`src/rtl/eeprom_addr_ctrl.sv`:
```
module eeprom_addr_ctrl #(
  parameter int ADDR_W    = 8,
  parameter int PAGE_W    = 4,
  parameter int DATA_W    = 8,
  parameter int WR_CYCLES = 1000
) (
  input  logic              clk,
  input  logic              rst_n,
  input  logic              load_addr,
  input  logic [ADDR_W-1:0] addr_in,
  input  logic              wr_byte,
  input  logic [DATA_W-1:0] wr_data,
  input  logic              rd_adv,
  input  logic              stop,
  output logic [ADDR_W-1:0] cur_addr,
  output logic [DATA_W-1:0] rd_data,
  output logic              busy
);
  localparam int DEPTH      = 1 << ADDR_W;
  localparam int PAGE_BYTES = 1 << PAGE_W;
  localparam int CNT_W      = $clog2(WR_CYCLES + 1);

  logic [DATA_W-1:0]        mem     [DEPTH];
  logic [DATA_W-1:0]        pg_data [PAGE_BYTES];
  logic [PAGE_BYTES-1:0]    pg_vld;
  logic [ADDR_W-PAGE_W-1:0] pg_sel;
  logic [CNT_W-1:0]         cyc_cnt;

  wire idle    = ~busy;
  wire do_load = idle & load_addr;
  wire do_wr   = idle & ~load_addr & wr_byte;
  wire do_rd   = idle & ~load_addr & ~wr_byte & rd_adv;
  wire do_stop = idle & ~load_addr & ~wr_byte & ~rd_adv & stop;
  wire commit  = do_stop & (|pg_vld);

  assign busy    = (cyc_cnt != '0);
  assign rd_data = mem[cur_addr];

  always_ff @(posedge clk or negedge rst_n) begin
    if (!rst_n)       cur_addr <= '0;
    else if (do_load) cur_addr <= addr_in;
    else if (do_wr)   cur_addr <= {cur_addr[ADDR_W-1:PAGE_W], cur_addr[PAGE_W-1:0] + 1'b1};
    else if (do_rd)   cur_addr <= cur_addr + 1'b1;
  end

  always_ff @(posedge clk or negedge rst_n) begin
    if (!rst_n) begin
      pg_vld <= '0;
      pg_sel <= '0;
      for (int i = 0; i < PAGE_BYTES; i++) pg_data[i] <= '0;
    end else if (do_wr) begin
      pg_data[cur_addr[PAGE_W-1:0]] <= wr_data;
      pg_vld[cur_addr[PAGE_W-1:0]]  <= 1'b1;
      pg_sel <= cur_addr[ADDR_W-1:PAGE_W];
    end else if (do_stop) begin
      pg_vld <= '0;
    end
  end

  always_ff @(posedge clk or negedge rst_n) begin
    if (!rst_n) begin
      for (int i = 0; i < DEPTH; i++) mem[i] <= '0;
    end else if (commit) begin
      for (int j = 0; j < PAGE_BYTES; j++)
        if (pg_vld[j]) mem[{pg_sel, PAGE_W'(j)}] <= pg_data[j];
    end
  end

  always_ff @(posedge clk or negedge rst_n) begin
    if (!rst_n)      cyc_cnt <= '0;
    else if (commit) cyc_cnt <= CNT_W'(WR_CYCLES);
    else if (busy)   cyc_cnt <= cyc_cnt - 1'b1;
  end
endmodule

```
`config.mk`:
```
export PLATFORM = sky130hd
export DESIGN_NAME = eeprom_addr_ctrl
export DESIGN_NICKNAME = d
export VERILOG_FILES = /design/src/rtl/eeprom_addr_ctrl.sv
export SDC_FILE = /design/constraint.sdc
export NUM_CORES = 2
export LEC_CHECK = 0
export BUFFER_PORTS_ARGS = -buffer_cell sky130_fd_sc_hd__buf_2
export CAP_MARGIN = 30
export CORE_MARGIN = 5
export CORE_UTILIZATION = 60
export CTS_BUF_LIST = sky130_fd_sc_hd__clkbuf_8
export CTS_CLUSTER_SIZE = 28
export DETAILED_ROUTE_END_ITERATION = 8
export PLACE_DENSITY = 0.76
export SLEW_MARGIN = 20
export SYNTH_ARGS = -nofsm -noshare
export SYNTH_HDL_FRONTEND = slang
export SYNTH_SLANG_ARGS = --single-unit
```
`constraint.sdc`:
```
create_clock -name clk -period 7.1 [get_ports clk]
set_input_delay 0.71 -clock clk [delete_from_list [all_inputs] [get_ports clk]]
set_output_delay 0.71 -clock clk [all_outputs]
set_load 0.005 [all_outputs]
```
==> impl_metrics.json <==
{
  "critical_path_class": "reg2out",
  "r2r_end": "mem[414]$_DFFE_PN0P_",
  "avgSynthCellArea_um2": 15.9,
  "fin_area_um2": 114000,
  "area_growth_pct": 11.1,
  "grt_pass1_vias": 66737,
  "slew_headroom_pct": 22.0,
  "grt_pass1_wl_mm": 560,
  "drive_above_1_share_pct": 52.9,
  "drv_cap": 0,
  "static-leakage-power_nw": 57.7,
  "r2r_slack_ps": 2590,
  "synth.cell_area_um2": 103000,
  "vias": 67528,
  "fin_skew_ps": 79.0,
  "clock_latency_ps": 1120,
  "syn-num-nets": 6514,
  "ys_top_cells_by_area": "dfrtp_1, mux2_2, mux4_2",
  "nNetsFinal": 6771,
  "setup_viol": 0,
  "yosysMostFrequentCell": "dfrtp_1",
  "gr-total-overflow": 0,
  "cts_buffers": 372,
  "syn_inst": 6486,
  "drc": 0,
  "drt-vias-per-instance": 7.23,
  "rsz0062_at_grt": "false",
  "critPathRequiredTime_ps": 6390,
  "antenna_found_initial": 75,
  "cp-end-kind": "output port",
  "cp_cell_sequence": "buf_4, nand3b_1, o221ai_1, a21oi_1, a22oi_1, a21oi_1, o221ai_1, buf_2",
  "cts_hold_buf": 8,
  "grtUsageTotal_pct": 45.4,
  "r2r-start": "cyc_cnt[3]$_DFFE_PN0P_",
  "arrival_ps": 6250,
  "final_core_util_pct": 66.8,
  "post_cts_resized": 0,
  "yosysTopAreaCellShare_pct": 53.7,
  "postPlaceCellArea_um2": 107000,
  "hold_ws_ps": 134,
  "portBuffers": 38,
  "htree_levels": 5,
  "power-per-cell-area_nw_per_um2": 218,
  "worstPathMaxFanout": 46,
  "dr.pass1.iters": 7,
  "clock_sinks": 2214,
  "period_minus_slack_ps": 6960,
  "fp.coreArea_um2": 171000,
  "synth_commonest_cells": "dfrtp_1, mux2_2, mux4_2",
  "hold_path_class": "in2reg",
  "peakVddDrop_mv": 0.195,
  "synthArstFlopShare_pct": 100,
  "hold_violations": 0,
  "dp_hpwl_mm": 283,
  "synth_edf_count": 0,
  "critPathMaxStageDelay_ps": 1040,
  "min-delay-start": "rd_adv",
  "outcome": "completed",
  "finalSetupTns_ps": 0,
  "ys_warn_count": 0,
  "final_antenna_net_count": 0,
  "ys_ff_latch": 2214,
  "drt-initial-drc-count": 9003,
  "place_congestion": 1.15,
  "holdPathEnd": "cur_addr[5]$_DFFE_PN0P_",
  "fin_crit_sh_pct": 98.0,
  "worst_pin_slew_ps": 1170,
  "synth_cell_type_count": 77,
  "post_cts_buffers": 0,
  "min_delay_path_depth": 4,
  "die_w_um": 425,
  "wirelength_mm": 406,
  "cts_buffer_depth": 4,
  "num_io_pins": 39,
  "reg2regPathDepth": 8,
  "initial_core_util_pct": 60.2,
  "worstPathBufferInverterCount": 2,
  "rows": 152,
  "grt_max_degree": 185,
  "fillCellCount": 11955,
  "ys.flop_type": "dfrtp_1",
  "start_kind": "register",
  "synth_seq_area_share_pct": 53.7,
  "crit_family": "compound AO/OA/AOI/OAI gates",
  "maxSlewViolCount": 0,
  "critPathSlowestCell": "dfrtp_4",
  "clockRootBuffer": "clkbuf_8",
  "cts_tree": "built",
  "fmax_ghz": 0.144,
  "yosysTopAreaCell": "dfrtp_1",
  "wire_per_inst_um": 43.5,
  "cts.clk_slew.worst_paths_ps": 60,
  "dieHeight_um": 425,
  "dieArea_um2": 180000
}
-- cells in the final DEF (no fill, tap or decap), types with 10 or more instances in the layout --
cell | Yosys | layout
mux4_2 | 405 | 405
inv_1 | 23 | 132
mux2_1 | 20 | 20
a211oi_1 | 24 | 24
mux2_2 | 2086 | 2086
a21oi_1 | 50 | 50
o21ai_0 | 48 | 47
a2111oi_0 | 10 | 10
dfrtp_1 | 2214 | 2192
a22o_1 | 16 | 16
nand3_1 | 37 | 36
mux2i_1 | 250 | 250
buf_16 | 0 | 17
nand2b_1 | 10 | 10
a22oi_1 | 39 | 39
and2_1 | 12 | 11
nor3_1 | 17 | 16
nor2_2 | 96 | 97
dfrtp_2 | 0 | 17
a21boi_0 | 15 | 15
nor2_8 | 160 | 160
nor2b_1 | 16 | 14
diode_2 | 0 | 40
a221oi_1 | 55 | 55
o22ai_1 | 14 | 14
nand2_8 | 16 | 16
nand2_1 | 78 | 77
buf_4 | 18 | 144
clkinv_2 | 0 | 30
o221ai_1 | 67 | 67
buf_12 | 10 | 35
a211o_1 | 12 | 12
nor2_1 | 69 | 67
buf_2 | 82 | 40
mux2_4 | 104 | 104
clkbuf_8 | 0 | 465
buf_8 | 7 | 28
-- worst max path at each step --
stage | endpoint | cells past startpoint | slack, ps | startpoint
3_5_place_dp | rd_data[5] | 8 | 1390 | cur_addr[3]$_DFFE_PN0P_
2_1_floorplan | rd_data[6] | 10 | 3540 | cur_addr[0]$_DFFE_PN0P_
6_report | rd_data[5] | 8 | 140 | cur_addr[3]$_DFFE_PN0P_
5_1_grt | rd_data[5] | 8 | 360 | cur_addr[3]$_DFFE_PN0P_
4_1_cts | rd_data[5] | 8 | 220 | cur_addr[3]$_DFFE_PN0P_
3_3_place_gp | rd_data[5] | 8 | 1460 | cur_addr[3]$_DFFE_PN0P_
-- area by class of cell --
type                       instances  area [µm²]  share of cell area [%]
antenna                           40         100                  0.0874
multi-input combinational       3851       45800                    40.0
timing repair buffer             277        2990                    2.61
clock buffer                     465        6400                    5.59
sequential                      2214       55400                    48.4
tap                             2310        2890                    2.52
inverter                          27         105                  0.0918
clock inverter                   153         759                   0.663
-- routing by layer --
layer,GRT usage [%],wire [µm]
met1,60.5,150000
met3,20.3,59400
met5,0,194
met4,27.1,30500
met2,61.2,166000
-- worst reg2reg max path, delay by kind of cell (launching register included) --
kind	cells	cell delay (ps)
AND/OR/NAND/NOR	5	2760
buffers and inverters	2	790
multiplexers	1	420
flip-flops	1	400
-- logic make-up after synthesis --
group,count (synthesis),synth area share [%]
simple gates,564,5.42
xor+xnor,6,0.0510
buf+inv,421,1.94
compound gates,410,2.98
fa+ha+maj,6,0.0728
mux,2865,35.8
flops,2214,53.7
-- report_power, final --
part           internal (mW)  switching (mW)
logic                  0.248           0.747
clock network           5.99            5.23
registers               12.6          0.0593
total                   18.9            6.04
-- flip-flops by register name (all words and copies together), names as in the netlist --
signal / count
cyc_cnt: 10
pg_data: 128
pg_sel: 4
mem: 2048
pg_vld: 16
cur_addr: 8
-- metrics by stage --
stage	std cells	setup WS (ps)	total power, mW
floorplan	6486	3540	13.3
global placement	8612	1460	13.9
detailed placement	8664	1390	13.9
CTS	9290	222	24.9
global route	9304	365	25.6
finish	9337	143	24.9
Power figures use the tool's default switching activity.
